### src/rtl/irq_nest_ctrl.sv
module irq_nest_ctrl #(
  parameter int LEVELS   = 8,
  parameter int VEC_W    = 12,
  parameter int VEC_STEP = 'h040,
  parameter int TOP_VEC  = 'h1E0
) (
  input  logic                      clk,
  input  logic                      rst_n,
  input  logic [LEVELS-1:0]         irq_req,
  input  logic                      sample_en,
  input  logic                      swi_we,
  input  logic [LEVELS-1:0]         swi_bits,
  input  logic                      glob_en,
  input  logic                      reti,
  output logic                      take,
  output logic [$clog2(LEVELS)-1:0] take_lvl,
  output logic [VEC_W-1:0]          take_vec,
  output logic [LEVELS-1:0]         pend,
  output logic [LEVELS-1:0]         act
);
  localparam int LW = $clog2(LEVELS);
  localparam logic [LEVELS-1:0] ONE = LEVELS'(1);

  logic [LEVELS-1:0] pend_q, act_q, ready, set_m, clr_m, grant_m;
  logic [LW-1:0]     act_top, cand_top;
  logic              act_any, cand_any, dispatch;

  function automatic logic [VEC_W-1:0] vec_of(input logic [LW-1:0] l);
    if (int'(l) == LEVELS-1) return VEC_W'(TOP_VEC);
    return VEC_W'((int'(l) + 1) * VEC_STEP);
  endfunction

  assign ready = pend_q & ~act_q;

  always_comb begin
    act_any  = 1'b0;
    act_top  = '0;
    cand_any = 1'b0;
    cand_top = '0;
    for (int i = 0; i < LEVELS; i++) begin
      if (act_q[i]) begin
        act_any = 1'b1;
        act_top = LW'(i);
      end
      if (ready[i]) begin
        cand_any = 1'b1;
        cand_top = LW'(i);
      end
    end
  end

  assign dispatch = glob_en && !reti && cand_any && (!act_any || cand_top > act_top);
  assign grant_m  = dispatch ? (ONE << cand_top) : '0;
  assign clr_m    = (reti && act_any) ? (ONE << act_top) : '0;
  assign set_m    = (sample_en ? irq_req : '0) | (swi_we ? swi_bits : '0);

  always_ff @(posedge clk or negedge rst_n) begin
    if (!rst_n) begin
      pend_q   <= '0;
      act_q    <= '0;
      take     <= 1'b0;
      take_lvl <= '0;
      take_vec <= '0;
    end else begin
      pend_q <= (pend_q & ~clr_m) | (set_m & ~pend_q);
      act_q  <= (act_q & ~clr_m) | grant_m;
      take   <= dispatch;
      if (dispatch) begin
        take_lvl <= cand_top;
        take_vec <= vec_of(cand_top);
      end
    end
  end

  assign pend = pend_q;
  assign act  = act_q;


  reset_clear_chk: assert property (@(posedge clk)
    !rst_n |=> (pend_q == '0 && act_q == '0 && !take));


  one_grant_chk: assert property (@(posedge clk) disable iff (!rst_n)
    take |-> $countones(act_q) == $countones($past(act_q)) + 1);


  gated_take_chk: assert property (@(posedge clk) disable iff (!rst_n)
    take |-> $past(glob_en));


  preempt_only_chk: assert property (@(posedge clk) disable iff (!rst_n)
    take |-> (($past(act_q) >> take_lvl) == '0));


  reti_pop_chk: assert property (@(posedge clk) disable iff (!rst_n)
    (reti && act_q != '0) |=> $countones(act_q) == $countones($past(act_q)) - 1);


  act_in_pend_chk: assert property (@(posedge clk) disable iff (!rst_n)
    (act_q & ~pend_q) == '0);
endmodule

### config.mk
export PLATFORM = sky130hd
export DESIGN_NAME = irq_nest_ctrl
export DESIGN_NICKNAME = d
export VERILOG_FILES = /design/src/rtl/irq_nest_ctrl.sv
export SDC_FILE = /design/constraint.sdc
export NUM_CORES = 1
export LEC_CHECK = 0
export ABC_AREA = 1
export BUFFER_PORTS_ARGS = -buffer_cell sky130_fd_sc_hd__buf_2
export CAP_MARGIN = 20
export CORE_ASPECT_RATIO = 1.1
export CORE_MARGIN = 2
export CORE_UTILIZATION = 49
export DETAILED_ROUTE_END_ITERATION = 10
export HOLD_SLACK_MARGIN = 0.06
export PLACE_DENSITY = 0.89
export SYNTH_ARGS = -nofsm -noshare
export SYNTH_HDL_FRONTEND = slang
export SYNTH_SLANG_ARGS = --single-unit
### constraint.sdc
create_clock -name clk -period 2.8 [get_ports clk]
set_input_delay 0.14 -clock clk [delete_from_list [all_inputs] [get_ports clk]]
set_output_delay 0.14 -clock clk [all_outputs]
set_load 0.03 [all_outputs]
# Word-level counts from Yosys, hierarchy flattened

Index checks and enable logic that the tools add are counted.

Register bits: 32
Input bits: 22
Output and inout port bits: 32
Logic and storage cells: 65

Add/sub/neg operators: 1
Magnitude comparators: 1
Eq/ne operators: 1
Shifts and indexed selects: 2
Mux-type cells: 38
Bitwise gates (word level): 10
Reductions and logical operators: 7

Operators by type and width:

| cell                | count |
|---|---|
| $mux 3              | 12 |
| $and 8x8->8         | 4 |
| $mux 8              | 4 |
| $mux 12             | 2 |
| $not 8->8           | 3 |
| $or 8x8->8          | 3 |
| $mux 1              | 20 |
| $shl 1x3->8 const A | 2 |
| $add 3x1->4 const B | 1 |
| $logic_and 1x1->1   | 4 |
| $eq 3x1->1 const B  | 1 |
| $gt 3x3->1          | 1 |
| $logic_not 1->1     | 2 |
| $logic_or 1x1->1    | 1 |

# Longest topological paths before layout

Depth in word-level cells: 14
Depth in mapped cells: 19
Gate-level depth less buffers: 18

# Worst setup path before layout

Ideal clock, no wire load.

Kind: flip-flop to flip-flop
Start point: reg act_q[4] (netlist: act[4])
End point: reg take_lvl[1]
Setup time: 0.129 ns
Arrival: 2.168 ns
Required time: 2.671 ns
Path slack: 0.503 ns
Stages on the path, launching flop included: 16
Buffers on the path: 1
Clock period less this slack: 2.297 ns
Cells stage by stage: dfrtp_1 inv_1 nand2_1 nand2_1 inv_1 a21oi_1 inv_1 ha_1 nand3b_1 nand2_1 nand2_1 nand2_2 nand3_4 buf_6 nand2_1 o21ai_2

Word-level cells in the longest chain between the ends: 9
Elaborated cells on any way between the ends: 23
Classes of those cells: 1 x order compare; 16 x mux; 2 x bitwise; 4 x reduce/logical

RTL lines:

| item                     | line | RTL |
|---|---|---|
| from (decl)              | 24   | `logic [LEVELS-1:0] pend_q, act_q, ready, set_m, clr_m, grant_m;` |
| from (signal assigned)   | 66   | `act_q <= (act_q & ~clr_m) \| grant_m;` |
| $not 8->8 (*)            | 33   | `assign ready = pend_q & ~act_q;` |
| $and 8x8->8 (*)          | 33   |  |
| $mux 3 (*) (4 in series) | 45   | `if (ready[i]) begin` |
| via cand_top[1]          | 25   | `logic [LW-1:0] act_top, cand_top;` |
| $gt 3x3->1               | 52   | `assign dispatch = glob_en && !reti && cand_any && (!act_any \|\| cand_top > act_top);` |
| $logic_or 1x1->1         | 52   |  |
| $logic_and 1x1->1        | 52   |  |
| to (signal assigned)     | 69   | `take_lvl <= cand_top;` |
| to (decl)                | 16   | `output logic [$clog2(LEVELS)-1:0] take_lvl,` |

Mark *: on every way through the listed nets, which the timed path passes. The rest lies on a longest branch.
A chain may end at the register's enable or synchronous reset.

# Worst setup path in the final report

Start point: reg act_q[4] (netlist: act[4])
End point: reg act_q[1] (netlist: act[1])

Word-level cells in the longest chain between the ends: 11
Elaborated cells on any way between the ends: 31
Classes of those cells: 1 x order compare; 2 x shift; 18 x mux; 5 x bitwise; 5 x reduce/logical

RTL lines:

| item                     | line | RTL |
|---|---|---|
| $not 8->8 (*)            | 33   |  |
| $and 8x8->8 (*)          | 33   |  |
| $mux 3 (*) (4 in series) | 45   |  |
| via cand_top[1]          | 25   |  |
| $gt 3x3->1               | 52   |  |
| $logic_or 1x1->1         | 52   |  |
| $logic_and 1x1->1        | 52   |  |
| $mux 8 (*)               | 53   | `assign grant_m = dispatch ? (ONE << cand_top) : '0;` |
| $or 8x8->8 (*)           | 66   |  |

Marks and branches as above.

==> run metrics <==
post-synthesis cell area 1530 um2; CP required 3090 ps; Worst-path clk slew 150 ps; Synth Area in Simple Gates 32.0%; fin crit share 88.1%; CP max FO 12; Syn Area/Cell 7.55 um2; Setup crit end act[1]; min-delay worst type primary input to register; status completed; met3 wire length 157 um; postcts setup bufs 0; first-pass detailed-route iteration total 4; DRC 0; DR WL met2 1710 um; Finished Layout Cells 286; adder-cell share of the synthesized area 5.74%; Clock Latency Late Sink 340 ps; vias 1424; main combinational cell family by area after synthesis simple AND/OR/NAND/NOR gates; std cell rows 21; Die Span Y 62.5 um; post-route ant nets 0; cell total after placement 278; share of cells above drive strength 1 26.6%; FF-to-FF Start act[4]; Die ar. 3580 um2; fmax 405 MHz; max_cap viols 0; # port buffers 46; Post-Layout Inst Area 1820 um2; Synth top area share 41.0%; Mapped Cells 202; Die Wd 57.2 um; Detailed Place HPWL 2820 um; final setup margin 332 ps; Layout area overhead 19.3%; Synth Area in Compound Gates 10.7%; Vias/cell 4.98; flop-to-flop setup slack 330 ps; Clock Sinks 25; vias in the first global route 1445; multiplexer area fraction after synthesis 0%; Period minus WS final 2470 ps; total negative setup slack 0 ps; grt total ovfl 0; initial antenna violation count 0; Core Box Area 3000 um2; R2R Path End act[1]; Leakage Power 1.01 nW; initial DRC count 34; xor/xnor cell area share of the yosys netlist 0%; CP Launch Point act[4]; met1 wire length 1570 um; nets 282; RD Place Congestion 0.999; Yosys reg bits 25; Worst R2R Path Depth 15; initial core utilization 50.9%; Peak VDD IR 0.633 mV; first-pass GRT wire length 6240 um; clk buf depth 2; fin. max-slew vios 0; Startpoint Class register; CTS Buf Count 3; Setup-failing EPs final 0; Worst Skew 7.76 ps; H-Tree Depth 1; register area share after synthesis 41.0%; Syn. warnings 0; top layer in use met4; Root Buffer clkbuf_4; Diodes inserted 0; Post-Route WL 3520 um; GRT Total Usage 21.9%; Hold Buf Count CTS 4; top cells by area, synth dfrtp_1 (41%), nand2_1 (18%), ha_1 (5.7%); TritonCTS clock tree done; Post-CTS Resized 0; Distinct cells, synth 25; pin count of the biggest net entering global routing 26; Avg WL per Cell 12.3 um; Post-DP Area 1750 um2; Slew HR 62.8%; Setup crit end kind register; Worst-Margin Slew 557 ps; Ports 54; leading area contributor after synthesis dfrtp_1; Power Density 1220 nW/um2; Worst Path Class, Setup register to register; WP data arrival 2760 ps; RSZ-0062 raised after global routing false; endpoints failing hold 0; total power 0.00221 W; pre-CTS setup slack 366 ps
-- per-stage QoR --
stage / util [%] / hold slack (ps)
after floorplan: - / -156
after CTS: 60.7 / 82.9
after global routing: 60.7 / 83.6
after global placement: 58.4 / 157
final: 60.7 / 90.6
after detailed placement: 58.4 / 161
-- sequential cells by signal (all words and copies together), names as in the netlist --
name	count
act	8
take_vec	5
pend	8
take_lvl	3
take	1
-- worst min-delay path by stage --
stage,from,end,slack (ps),depth (start not counted)
after global routing,irq_req[7],pend[7],80,3
after CTS,swi_we,pend[7],80,3
after floorplan,rst_n,act[0],-160,0
after global placement,rst_n,take_vec[8],160,1
final,swi_we,pend[7],90,3
after detailed placement,rst_n,take_lvl[2],160,1
-- critical path, cell delays in order (launching register included) --
cell and delay (ps):
dfrtp_1 440, inv_1 110, nand2_1 80, nand2_1 140
inv_1 50, a21oi_1 320, inv_1 160, ha_1 340
nand3b_1 70, nand2_1 90, nand2_1 60, nand2_2 70
nand3_4 170, nor2_4 180, nand2_1 80, nand2_1 60
-- cell families (layout without fill, tap and decap cells) --
logic type	count (synthesis)	count (layout)
and+or+nand+nor	111	111
DFF	25	25
other	1	7
AOI/OAI and AO/OA	25	25
adders and majority gates	7	7
buffers and inverters	33	77
-- power breakdown --
part           switching (W)  leakage (nW)  total (W)  internal, W
Clock               0.000120        0.0139   0.000175    0.0000550
Combinational       0.000988         0.712    0.00142     0.000436
Sequential          0.000117         0.288   0.000617     0.000500
Total                0.00122          1.01    0.00221     0.000991
-- synthesized netlist by cell type --
| master | instances |
|---|---|
| a22oi_1 | 1 |
| ha_1 | 7 |
| nand2_2 | 6 |
| a32oi_1 | 2 |
| a221oi_1 | 1 |
| clkbuf_1 | 2 |
| inv_1 | 22 |
| nor2_4 | 3 |
| conb_1 | 1 |
| a21oi_1 | 7 |
| o21ai_0 | 7 |
| buf_6 | 1 |
| inv_2 | 1 |
| nand3b_1 | 1 |
| a22o_1 | 2 |
| nor2_2 | 3 |
| dfrtp_1 | 25 |
| nand3_1 | 5 |
| nand3_4 | 1 |
| nand4_1 | 1 |
| buf_4 | 7 |
| o21ai_2 | 3 |
| a21o_1 | 2 |
| nor2_1 | 17 |
| nand2_1 | 74 |
-- per-layer routing --
layer  track usage (%)  up-vias
met5                 0        -
li1                  -      719
met1              28.6      660
met3              2.69        7
met4              8.43        0
met2              36.6       38
-- final cells by class --
cell class | instances | area [um2]
Inverter | 23 | 86.3
Clock buffer | 3 | 22.5
Fill cell | 297 | 1180
Multi-Input combinational cell | 150 | 764
Clock inverter | 1 | 7.51
Sequential cell | 25 | 626
Tap cell | 34 | 42.5
Timing Repair Buffer | 50 | 270
-- placed cells by master, fill, tap and decap left out --
cell,instances
nand2_1,74
buf_2,46
dfrtp_1,25
inv_1,22
nor2_1,17
o21ai_0,7
a21oi_1,7
ha_1,7
conb_1,7
nand2_2,6
nand3_1,5
dlygate4sd3_1,4
nor2_4,3
nor2_2,3
o21ai_2,3
clkbuf_4,3
a32oi_1,2
a22o_1,2
a21o_1,2
inv_2,1
nand3b_1,1
nand3_4,1
nand4_1,1
a22oi_1,1
a221oi_1,1
clkinvlp_4,1
Power figures use the tool's default switching activity.
